==> src/rtl/pnr_pkg.sv <==
// Shared constants and types for the parallel-port nibble register interface.
// Assumes the host protocol fixes a 4-bit payload, hence a 16-entry file.
package pnr_pkg;
    localparam int NIB_W  = 4;
    localparam int REG_AW = 4;
    localparam int NREGS  = 1 << REG_AW;

    localparam logic [2:0] CMD_DATA = 3'b000;
    localparam logic [2:0] CMD_WADR = 3'b010;
    localparam logic [2:0] CMD_RADR = 3'b110;
    localparam logic [2:0] CMD_END  = 3'b111;

    localparam logic [REG_AW-1:0] REG_CMD1 = 4'd12;
    localparam logic [REG_AW-1:0] REG_CMD2 = 4'd13;
    localparam logic [REG_AW-1:0] REG_BUF  = 4'd14;

    typedef enum logic [1:0] {
        PH_IDLE = 2'd0,
        PH_WADR = 2'd1,
        PH_WDAT = 2'd2,
        PH_RDAT = 2'd3
    } phase_t;
endpackage

==> src/rtl/pnr_decode.sv <==
// Byte decoder: splits a data-port byte into command, nibble select and
// payload, and flags an event only when the upper four bits change.
// Assumes host_wr is a one-cycle pulse per byte written by the host.
module pnr_decode
    import pnr_pkg::*;
(
    input  logic             clk,
    input  logic             rst_n,
    input  logic             host_wr,
    input  logic [7:0]       host_data,
    output logic             evt,
    output logic [2:0]       cmd,
    output logic             hi,
    output logic [NIB_W-1:0] pay
);
    logic [3:0] prev_top;

    // Remember the command and nibble-select bits of the last byte.
    always_ff @(posedge clk) begin
        if (!rst_n)
            prev_top <= {CMD_END, 1'b0};
        else if (host_wr)
            prev_top <= host_data[7:4];
    end

    // Field split and change detection.
    always_comb begin
        cmd = host_data[7:5];
        hi  = host_data[4];
        pay = host_data[3:0];
        evt = host_wr && (host_data[7:4] != prev_top);
    end
endmodule

==> src/rtl/pnr_regfile.sv <==
// Nibble-addressable register file with command decode of two entries.
// Assumes at most one nibble write per cycle; soft reset wins over it.
module pnr_regfile
    import pnr_pkg::*;
(
    input  logic              clk,
    input  logic              rst_n,
    input  logic              we,
    input  logic [REG_AW-1:0] waddr,
    input  logic              whi,
    input  logic [NIB_W-1:0]  wnib,
    input  logic [REG_AW-1:0] raddr,
    input  logic              rhi,
    output logic [NIB_W-1:0]  rnib,
    output logic              soft_rst,
    output logic              tx_en,
    output logic              rx_en,
    output logic              mux,
    output logic [1:0]        acc
);
    logic [7:0] regs [NREGS];

    // Soft reset: high-nibble write to command-1 with its reset bit set.
    assign soft_rst = we && (waddr == REG_CMD1) && whi && wnib[2];

    // Register storage with hard reset, soft reset and nibble writes.
    always_ff @(posedge clk) begin
        if (!rst_n) begin
            for (int i = 0; i < NREGS; i++) regs[i] <= '0;
        end else if (soft_rst) begin
            regs[REG_CMD1] <= '0;
            regs[REG_CMD2] <= '0;
        end else if (we) begin
            if (whi) regs[waddr][7:4] <= wnib;
            else     regs[waddr][3:0] <= wnib;
        end
    end

    // Read nibble select and control field extraction.
    always_comb begin
        rnib  = rhi ? regs[raddr][7:4] : regs[raddr][3:0];
        mux   = regs[REG_CMD1][7];
        rx_en = regs[REG_CMD1][5];
        tx_en = regs[REG_CMD1][4];
        acc   = regs[REG_CMD2][5:4];
    end
endmodule

==> src/rtl/pnr_bytebuf.sv <==
// Packet byte buffer filled from nibble pairs and read back by nibble.
// Assumes DEPTH is a power of two so the pointer wraps naturally.
module pnr_bytebuf
    import pnr_pkg::*;
#(
    parameter int DEPTH = 16,
    localparam int PTR_W = $clog2(DEPTH)
) (
    input  logic             clk,
    input  logic             rst_n,
    input  logic             clr,
    input  logic             lo_we,
    input  logic             byte_we,
    input  logic             rd_adv,
    input  logic [NIB_W-1:0] pay,
    input  logic             rhi,
    output logic [NIB_W-1:0] rnib,
    output logic [PTR_W-1:0] ptr
);
    logic [7:0]       mem [DEPTH];
    logic [NIB_W-1:0] hold;

    // Capture the pending low nibble of a bulk byte.
    always_ff @(posedge clk) begin
        if (!rst_n)      hold <= '0;
        else if (lo_we)  hold <= pay;
    end

    // Store a completed byte at the pointer.
    always_ff @(posedge clk) begin
        if (!rst_n)
            for (int i = 0; i < DEPTH; i++) mem[i] <= '0;
        else if (byte_we)
            mem[ptr] <= {pay, hold};
    end

    // Pointer: clear on soft reset, step after each completed byte.
    always_ff @(posedge clk) begin
        if (!rst_n || clr)           ptr <= '0;
        else if (byte_we || rd_adv)  ptr <= ptr + 1'b1;
    end

    // Nibble read at the pointer.
    assign rnib = rhi ? mem[ptr][7:4] : mem[ptr][3:0];
endmodule

==> src/rtl/pnr_nibble_port.sv <==
// Top: access phase machine joining decoder, register file and buffer.
// Assumes one host byte per host_wr pulse; outputs settle one clock later.
module pnr_nibble_port
    import pnr_pkg::*;
#(
    parameter int BUF_DEPTH = 16,
    localparam int PTR_W = $clog2(BUF_DEPTH)
) (
    input  logic       clk,
    input  logic       rst_n,
    input  logic       host_wr,
    input  logic [7:0] host_data,
    output logic [7:0] host_status,
    output logic       tx_enable,
    output logic       rx_enable,
    output logic       mux_sel,
    output logic [1:0] accept_mode
);
    logic              evt, hi, rd_hi, soft_rst;
    logic [2:0]        cmd;
    logic [NIB_W-1:0]  pay, reg_nib, buf_nib, rd_nib;
    logic [REG_AW-1:0] addr;
    logic [PTR_W-1:0]  buf_ptr;
    phase_t            phase;
    logic              reg_we, lo_we, byte_we, rd_adv;

    pnr_decode u_dec (
        .clk(clk), .rst_n(rst_n), .host_wr(host_wr), .host_data(host_data),
        .evt(evt), .cmd(cmd), .hi(hi), .pay(pay)
    );

    // Access phase, latched address and read nibble select.
    always_ff @(posedge clk) begin
        if (!rst_n) begin
            phase <= PH_IDLE;
            addr  <= '0;
            rd_hi <= 1'b0;
        end else if (evt) begin
            case (cmd)
                CMD_END:  phase <= PH_IDLE;
                CMD_WADR: begin addr <= pay; phase <= PH_WADR; end
                CMD_RADR: begin addr <= pay; rd_hi <= hi; phase <= PH_RDAT; end
                CMD_DATA: if (phase == PH_WADR || phase == PH_WDAT) phase <= PH_WDAT;
                default:  ;
            endcase
        end
    end

    // Strobes derived from the event and the current phase.
    always_comb begin
        reg_we  = evt && (cmd == CMD_DATA) && (phase == PH_WADR || phase == PH_WDAT);
        lo_we   = evt && (cmd == CMD_DATA) && (phase == PH_IDLE) && !hi;
        byte_we = evt && (cmd == CMD_DATA) && (phase == PH_IDLE) && hi;
        rd_adv  = evt && (phase == PH_RDAT) && (addr == REG_BUF) && rd_hi;
    end

    pnr_regfile u_rf (
        .clk(clk), .rst_n(rst_n), .we(reg_we), .waddr(addr), .whi(hi),
        .wnib(pay), .raddr(addr), .rhi(rd_hi), .rnib(reg_nib),
        .soft_rst(soft_rst), .tx_en(tx_enable), .rx_en(rx_enable),
        .mux(mux_sel), .acc(accept_mode)
    );

    pnr_bytebuf #(.DEPTH(BUF_DEPTH)) u_buf (
        .clk(clk), .rst_n(rst_n), .clr(soft_rst), .lo_we(lo_we),
        .byte_we(byte_we), .rd_adv(rd_adv), .pay(pay), .rhi(rd_hi),
        .rnib(buf_nib), .ptr(buf_ptr)
    );

    // Status lines: nibble on bits 6:3 while a read is open.
    always_comb begin
        rd_nib      = (addr == REG_BUF) ? buf_nib : reg_nib;
        host_status = (phase == PH_RDAT) ? {1'b0, rd_nib, 3'b000} : 8'h00;
    end
endmodule

==> config.mk <==
export PLATFORM = sky130hd
export DESIGN_NAME = pnr_nibble_port
export DESIGN_NICKNAME = d
export VERILOG_FILES = /design/src/rtl/pnr_pkg.sv /design/src/rtl/pnr_decode.sv /design/src/rtl/pnr_regfile.sv /design/src/rtl/pnr_bytebuf.sv /design/src/rtl/pnr_nibble_port.sv
export SDC_FILE = /design/constraint.sdc
export NUM_CORES = 1
export LEC_CHECK = 0
export BUFFER_PORTS_ARGS = -buffer_cell sky130_fd_sc_hd__buf_4
export CAP_MARGIN = 20
export CORE_ASPECT_RATIO = 0.9
export CORE_MARGIN = 2
export CORE_UTILIZATION = 50
export CTS_CLUSTER_SIZE = 28
export DETAILED_ROUTE_END_ITERATION = 6
export GPL_TIMING_DRIVEN = 0
export PLACE_DENSITY = 0.69
export SLEW_MARGIN = 25
export SYNTH_ARGS = -nofsm -noshare
export SYNTH_HDL_FRONTEND = slang
export SYNTH_SLANG_ARGS = --single-unit
==> constraint.sdc <==
create_clock -name clk -period 2.87 [get_ports clk]
set_input_delay 0.4305 -clock clk [delete_from_list [all_inputs] [get_ports clk]]
set_output_delay 0.4305 -clock clk [all_outputs]
set_load 0.02 [all_outputs]
-- Word level (Yosys, flattened, before mapping)
Memories as Yosys holds them, arrays and structs flattened. A register that Yosys moved wholly into a read port is not among the register bits.
Cells that the tools add are included.
- latch bits: 0
- word-level logic and storage cells: 82
- RAM bits: 256
- memories: 2
- memory bits (read-only): 0
- flip-flop bits (word level): 19
- memories (name ; words ; width ; read ports ; clocked after Yosys merged registers in ; wr ports ; RTL line ; text):
    u_buf.mem ; 16 ; 8 ; 1 ; 1 ; 16 ; pnr_bytebuf.sv:20 ; logic [7:0] mem [DEPTH];
    u_rf.regs ; 16 ; 8 ; 3 ; 1 ; 16 ; pnr_regfile.sv:21 ; logic [7:0] regs [NREGS];
- add/subtract/negate cells: 1
- mux-type cells: 35
- bitwise logic cells: 2
- equal/unequal tests: 10
- reduce and logical (&&, ||, !) cells: 26
- multipliers: 0
- order comparisons: 0
- shift-type cells: 0
- div/mod/pow operators: 0
- operators by type and width (operator ; number):
    $mux W4 ; 9
    $mux W8 ; 4
    $mux W1 ; 18
    $reduce_or A8 Y1 ; 2
    $logic_and A1 B1 Y1 ; 12
    $eq A4 B4 Y1 const B ; 2
    $pmux W2 S4 ; 1
    $mux W7 ; 1
    $eq A3 B3 Y1 const B ; 2
    $add A4 B1 Y4 const B ; 1
    $eq A2 B2 Y1 const B ; 2
    $mux W2 ; 2
    $ne A4 B4 Y1 ; 1
    $reduce_and A2 Y1 ; 2
    $reduce_bool A4 Y1 ; 1
    $eq A3 B2 Y1 const B ; 1
    $logic_not A3 Y1 ; 1
    $logic_or A1 B1 Y1 ; 3
    $reduce_and A3 Y1 ; 1
    $eq A2 B1 Y1 const B ; 1
    $logic_not A1 Y1 ; 2
    $logic_not A2 Y1 ; 1
    $ne A2 B1 Y1 const B ; 1
    $or A1 B1 Y1 ; 2
    $reduce_or A2 Y1 ; 1

-- Logic depth before layout (Yosys ltp)
Gate-level depths: netlist (run 1).
- word-level depth: 12
- mapped depth: 8
- mapped depth without buffers: 7

-- Cells and area by module
From an unflattened synthesis (run 1), not the netlist that was laid out.
- cells, all modules: 904
- area, all modules: 13306.5 um^2
- modules (own cells, without submodules) (module ; cells an instance ; instances ; area an instance (um^2)):
    pnr_bytebuf ; 403 ; 1 ; 6328.6
    pnr_regfile ; 420 ; 1 ; 6227.2
    pnr_nibble_port ; 55 ; 1 ; 501.7
    pnr_decode ; 26 ; 1 ; 249.0

-- Worst setup path after synthesis (run 1)
No wires, ideal clock.
- path type: input to register
- start: input host_data[5]
- end: memory u_buf.mem[4][0] (enable)
- stages: 7
- data required time: 2.486 ns
- data arrival time: 2.204 ns
- path buffers: 2
- setup slack: 0.282 ns
- cells stage by stage: buf_2 -> nor4b_4 -> nand3_1 -> nor3b_2 -> nand2_1 -> buf_4 -> o21ai_0
- RTL lines (element ; RTL line ; text):
    start, declared ; pnr_nibble_port.sv:12 ; input logic [7:0] host_data,
    end, declared ; pnr_bytebuf.sv:20 ;

-- Final worst setup path (run 1)
- start: register addr[1]
- end: output host_status[6]
- word-level cells in the longest chain between the ends: 3
- ends and longest elaborated chain (element ; RTL line ; text):
    start, declared ; pnr_nibble_port.sv:22 ; logic [REG_AW-1:0] addr;
    start signal, assigned ; pnr_nibble_port.sv:36 ; addr <= '0;
    start signal, assigned ; pnr_nibble_port.sv:41 ; CMD_WADR: begin addr <= pay; phase <= PH_WADR; end
    start signal, assigned ; pnr_nibble_port.sv:42 ; CMD_RADR: begin addr <= pay; rd_hi <= hi; phase <= PH_RDAT; end
    $eq A4 B4 Y1 ; pnr_nibble_port.sv:72 ; rd_nib = (addr == REG_BUF) ? buf_nib : reg_nib;
    $mux W4 ; pnr_nibble_port.sv:72 ;
    $mux W7 ; pnr_nibble_port.sv:73 ; host_status = (phase == PH_RDAT) ? {1'b0, rd_nib, 3'b000} : 8'h00;
    end, declared ; pnr_nibble_port.sv:13 ; output logic [7:0] host_status,
Every way passes these cells.

==> results.py, run 1 <==
metrics = {
    "outcome": {
        "status": "finished, violations left",
        "violations": "setup timing",
    },
    "clocking": {
        "clockBufferDepth": 3,
        "tritoncts": "done",
        "h-tree-depth": 1,
        "cts.reportedPaths.clkPinSlew_ns": 0.07,
        "clock-root-buffer": "clkbuf_16",
        "clk_latency_ns": 0.56,
        "cts_buffers": 30,
        "clock_sink_count": 283,
    },
    "floorplanning": {
        "die_h_um": 160,
        "core-area_um2": 26900,
        "die_area_um2": 28500,
        "die_w_um": 178,
        "initial_utilization_pct": 50.5,
        "num_rows": 57,
        "io_pins": 24,
    },
    "grt": {
        "grt-ovfl-total": 0,
        "grt_antenna_before_repair": 1,
        "grt_max_degree": 15,
        "grt_pass1_vias": 8434,
        "grt_use_total_pct": 24.4,
        "grt_pass1_wl_mm": 51.3,
    },
    "synthesis": {
        "synth_top_family_by_area": "simple AND/OR/NAND/NOR gates",
        "synth_commonest_cells": "edfxtp_1, and2_1, mux2i_1",
        "synth.area.top_cells": "edfxtp_1, and2_1, mux2i_1",
        "synth_adder_area_share_pct": 0.553,
        "netlist_area_um2": 13600,
        "synth_warnings": 0,
        "synth_top_area_share_pct": 56.6,
        "yosys-mux-area-fraction_pct": 11.5,
        "syn_avg_cell_area_um2": 13.2,
        "synthSimpleGateAreaFrac_pct": 19.9,
        "ys_ff_latch": 283,
        "yosysTopAreaCell": "edfxtp_1",
        "synth_ff_type": "edfxtp_1",
        "synth_compound_area_share_pct": 3.93,
        "postSynth.asyncResetShare_pct": 0,
        "yosysMostFrequentCell": "edfxtp_1",
        "synth-edff-count": 256,
        "yosysSeqAreaShare_pct": 60.6,
        "syn-instance-count": 1026,
        "synth-xor-area-share_pct": 0.507,
        "synth_cell_types": 55,
    },
    "place": {
        "place.gp.congestion": 0.976,
        "dp.cells": 1396,
        "dp_hpwl_mm": 23.7,
        "portBuffers": 12,
    },
    "sta": {
        "setup_viol": 4,
        "slew_violations": 0,
        "hold_viol": 0,
        "max_freq_mhz": 328,
        "fin_skew_ns": 0.0137,
        "rsz0062_at_grt": "yes",
        "period_needed_ns": 3.05,
        "tightest_slew_ns": 1.01,
        "setup_slack_ns": -0.181,
        "slew_headroom_pct": 32.9,
        "finalCritPeriodShare_pct": 106,
    },
    "routing": {
        "routedWlPerCell_um": 23.3,
        "drc": 0,
        "drtAntennaViolNets": 0,
        "wl_mm": 33.9,
        "dr.pass1.iters": 7,
        "via_count": 8498,
        "vias_per_cell": 5.84,
        "drt_iter0_markers": 851,
    },
    "critical_path": {
        "cp-end-kind": "output pin",
        "required_ns": 2.44,
        "cpPeakStageDelay_ns": 0.72,
        "worst-setup-path-type": "flop to output pin",
        "critPathMaxFanout": 7,
        "start_kind": "flop",
        "cp_cell_sequence": "nor2b_1 > nand2_1 > o21ai_1 > a21boi_1 > buf_4",
        "crit_slowest_cell": "nor2b_1",
        "cp.arrival_ns": 2.62,
        "crit_family": "simple AND/OR/NAND/NOR gates",
        "worstPathBufferInverterCount": 1,
    },
    "power": {
        "ir_drop_mv": 0.423,
        "leakagePower_nw": 5.56,
        "power_density_nw_per_um2": 595,
    },
    "worst_hold_path": {
        "hold_class": "input port to flop",
    },
    "finish": {
        "syn_to_final_growth_pct": 13.4,
        "layout-drive-gt1-share_pct": 15.7,
        "post-route-util_pct": 57.3,
        "nNetsFinal": 1095,
        "antenna_cells": 0,
        "instances_no_fill": 1454,
    },
    "flow_run": {
        "maxCapViolCount": 0,
    },
}
## routing by layer
layer  routed length (um)  part of all wire, %  up-vias  global-route usage, %
li1                     -                    -     3833                      -
met1                15400                   45     4224                   37.2
met2                14500                   43      369                   34.7
met3                 2840                  8.4       70                   5.26
met4                 1160                  3.4        2                   7.97
met5                   12                0.035        -                      0
## cell type report
type	instances	area (um^2)
buffer	77	470
clock buffer	36	795
clock inverter	18	220
fill	2152	11500
inverter	8	30.0
multi-input combinational	661	5050
sequential	283	8230
tap	354	443
timing repair buffer	17	164
## timing repair
action / 4_1_cts / 5_1_grt
setup buffers: 3 / 1
resized for setup: 61 / 5
endpoints found under the setup margin: 12 / 8
cloned: 1 / 0
hold buffers: 0 / 0
hold endpoints to repair: 0 / 0
pin swaps: 4 / 3
## cells by family after synthesis
kind of cell / Yosys count
AOI/OAI and AO/OA: 82
xor gates and xnor gates: 7
adders and majority gates: 6
buffers and inverters: 86
DFF: 283
muxes: 116
other: 1
and+or+nand+nor: 445
## final timing paths
| kind | from | end | slack, ns | depth (start not counted) |
|---|---|---|---|---|
| max | addr[1] | host_status[6] | -0.18 | 5 |
| min | host_data[7] | u_dec.prev_top[3] | 0.14 | 3 |
| max reg2reg | addr[1] | u_rf.regs[13][0] | 0.33 | 5 |
| min reg2reg | u_dec.prev_top[3] | u_dec.prev_top[3] | 0.49 | 2 |
## per-stage QoR
step                      setup slack (ns)  hold slack (ns)  instance area, um^2  power [mW]  setup TNS (ns)
after floorplan                      0.282            0.462                13600        5.03               0
after global placement              -0.405            0.476                14100        5.20          -23.76
after detailed placement            -0.234            0.478                14100        5.21           -4.72
after CTS                           -0.185            0.127                15400        9.16          -0.586
after global routing                -0.275            0.189                15400        9.39          -0.915
final                               -0.181            0.142                15400        9.17          -0.632
## layout by cell type, fill, tap and decap left out, types with 12 or more instances in the layout
cell type  Yosys  routed
mux4_2        32      32
nand2_1       40      40
clkbuf_1      45      40
o21ai_1        2      18
nand3_1       12      12
edfxtp_1     256     256
clkbuf_16      0      31
and2_1       230     229
nor2b_1       17      17
nand2b_1      34      34
nor2_1        20      18
mux2i_1       84      78
dfxtp_1       27      26
and3_1        39      39
nor3_1        12      12
a22oi_1       32      31
buf_4          9      25
## report_power, final
part / leakage [nW] / switching (mW) / total (mW) / internal (mW)
Sequential: 2.86 / 0.0474 / 4.66 / 4.61
Combinational: 2.21 / 0.337 / 0.496 / 0.159
Clock: 0.487 / 1.60 / 4.01 / 2.41
## state kept, by name (all words and copies together) (netlist names), named ones only
signal	cells
addr	4
phase	2
u_rf.regs	128
u_buf.ptr	4
u_buf.hold	4
u_dec.prev_top	4
rd_hi	1
u_buf.mem	128
## worst reg2reg max path, cell delays in order (launching register included)
cell and delay [ns]:
dfxtp_1 0.37, nor2_2 0.45, and2_0 0.47, nand2_1 0.15
o21ai_2 0.48, or2_1 0.30
(Power assumes the default switching activity.)
==> inputs of run 2 (changes only) <==
ABC_AREA = 1   (was unset)
CORE_MARGIN = 5   (was 2)
SKIP_CTS_REPAIR_TIMING = 1   (was unset)
==> results.py, run 2 <==
metrics = {
    "synthesis": {
        "yosys-mux-area-fraction_pct": 0,
        "ys_ff_latch": 283,
        "yosysMostFrequentCell": "nand2_1",
        "synth-xor-area-share_pct": 0.133,
        "synth_top_area_share_pct": 58.2,
        "synth_top_family_by_area": "simple AND/OR/NAND/NOR gates",
        "yosysSeqAreaShare_pct": 62.3,
        "synth_commonest_cells": "nand2_1, nor2_1, edfxtp_1",
        "yosysTopAreaCell": "edfxtp_1",
        "synth-edff-count": 256,
        "synth_adder_area_share_pct": 0.569,
        "syn_avg_cell_area_um2": 9.24,
        "synth.area.top_cells": "edfxtp_1, nand2_1, nand3_1",
        "synth_warnings": 0,
        "synth_cell_types": 26,
        "netlist_area_um2": 13200,
        "synthSimpleGateAreaFrac_pct": 30.9,
        "postSynth.asyncResetShare_pct": 0,
        "synth_compound_area_share_pct": 1.48,
        "synth_ff_type": "edfxtp_1",
        "syn-instance-count": 1429,
    },
    "routing": {
        "routedWlPerCell_um": 20.1,
        "drt_iter0_markers": 1497,
        "drc": 0,
        "dr.pass1.iters": 5,
        "vias_per_cell": 5.68,
        "via_count": 10500,
        "drtAntennaViolNets": 0,
        "wl_mm": 37.1,
    },
    "floorplanning": {
        "core-area_um2": 26100,
        "io_pins": 24,
        "die_h_um": 164,
        "die_w_um": 181,
        "num_rows": 56,
        "initial_utilization_pct": 50.7,
        "die_area_um2": 29800,
    },
    "clocking": {
        "h-tree-depth": 1,
        "tritoncts": "done",
        "clk_latency_ns": 0.55,
        "clock_sink_count": 283,
        "cts.reportedPaths.clkPinSlew_ns": 0.06,
        "cts_buffers": 29,
        "clock-root-buffer": "clkbuf_16",
        "clockBufferDepth": 3,
    },
    "sta": {
        "tightest_slew_ns": 1.06,
        "setup_slack_ns": 0.0348,
        "setup_viol": 0,
        "hold_ws_ns": 0.134,
        "rsz0062_at_grt": "yes",
        "slew_violations": 0,
        "slew_headroom_pct": 29.4,
        "hold_viol": 0,
        "fin_tns_setup_ns": 0,
        "fin_skew_ns": 0.0166,
        "finalCritPeriodShare_pct": 98.8,
        "period_needed_ns": 2.84,
        "max_freq_mhz": 353,
    },
    "grt": {
        "grt_pass1_wl_mm": 56.1,
        "gr-usage-met1_pct": 36.9,
        "grt-ovfl-total": 0,
        "grt.met2_usage_pct": 37.3,
        "grt_antenna_before_repair": 1,
        "grt_use_total_pct": 24.6,
        "grt_pass1_vias": 9776,
        "grt.busiest_layer": "met2",
        "use_met3_pct": 4.76,
        "grt_max_degree": 15,
    },
    "finish": {
        "nNetsFinal": 1494,
        "post-route-util_pct": 57.1,
        "layout-drive-gt1-share_pct": 10.0,
        "mostFrequentLayoutCells": "nand2_1, nor2_1, edfxtp_1, nand3_1, clkbuf_1",
        "final_cell_area_um2": 14900,
        "layout_commonest_cell": "nand2_1",
        "antenna_cells": 0,
        "syn_to_final_growth_pct": 12.7,
        "instances_no_fill": 1846,
        "reg_top3": "u_buf.mem (128), u_rf.regs (128)",
    },
    "place": {
        "portBuffers": 17,
        "placed_area_um2": 13800,
        "dp.cells": 1798,
        "dp_slack_ns": -0.0838,
        "dp_hpwl_mm": 26.2,
        "place.gp.congestion": 0.954,
    },
    "power": {
        "finalPower_mw": 8.88,
        "comb_power_share_pct": 6.8,
        "p_sw_share_pct": 22.9,
        "p_seq_share_pct": 52.7,
        "power_switching_mw": 2.03,
        "leakagePower_nw": 5.89,
        "ir_drop_mv": 0.572,
        "power_density_nw_per_um2": 597,
        "intPower_mw": 6.85,
        "pwr-share-clk_pct": 40.5,
    },
    "critical_path": {
        "required_ns": 2.44,
        "start_kind": "flop",
        "worst-setup-path-type": "flop to output pin",
        "r2r_setup_slack_ns": 0.24,
        "cp.arrival_ns": 2.40,
        "critPathMaxFanout": 10,
        "cp-end-kind": "output pin",
    },
    "worst_hold_path": {
        "hold_class": "input port to flop",
    },
    "flow_run": {
        "maxCapViolCount": 0,
    },
    "outcome": {
        "status": "completed",
    },
}
[run 2: critical path: stages (launching register included)]
cell      delay [ns]
dfxtp_2         0.34
inv_4           0.15
clkbuf_4        0.25
nand2_1         0.07
nand3_1         0.09
nand3_1         0.11
nand2_1         0.09
nand2_1         0.05
nand3_1         0.16
nand3_1         0.13
a21oi_2         0.23
buf_4           0.18
[run 2: final timing paths]
kind,startpoint,to,cells past startpoint
hold / removal,host_data[6],u_dec.prev_top[2],3
setup reg to reg,u_dec.prev_top[1],u_buf.mem[1][2],11
hold reg to reg,u_dec.prev_top[1],u_dec.prev_top[1],2
setup / recovery,flop,host_status[4],11
[run 2: power by group through the flow]
stage | logic, mW | registers, mW | clock network, mW
finish | 0.604 | 4.68 | 3.60
global route | 0.654 | 4.69 | 3.81
CTS | 0.574 | 4.67 | 3.62
detailed placement | 0.571 | 4.76 | 0
global placement | 0.565 | 4.76 | 0
floorplan | 0.367 | 4.75 | 0
[run 2: per-layer routing]
layer	vias up	wire length, um
met1	5020	16000
li1	4867	-
met5	-	13
met2	542	16300
met3	53	4000
met4	2	752
[run 2: final cells by class]
| cell class | instances | area (um^2) |
|---|---|---|
| plain buffers | 88 | 542 |
| clock buffers | 41 | 781 |
| clock inverters | 11 | 111 |
| fillers | 2295 | 11200 |
| inverters | 53 | 205 |
| multi-input cells | 1005 | 4440 |
| flip-flops and latches | 283 | 8240 |
| well taps | 348 | 435 |
| repair buffers | 17 | 128 |
[run 2: cell families (layout without fill, tap and decap cells)]
family                   count (synthesis)  count (layout)
AND/OR/NAND/NOR                        953             953
flip-flops                             283             283
buffers and inverters                  145             210
AO/OA/AOI/OAI                           39              39
adder cells (fa/ha/maj)                  6               6
XOR/XNOR                                 2               2
other                                    1               5
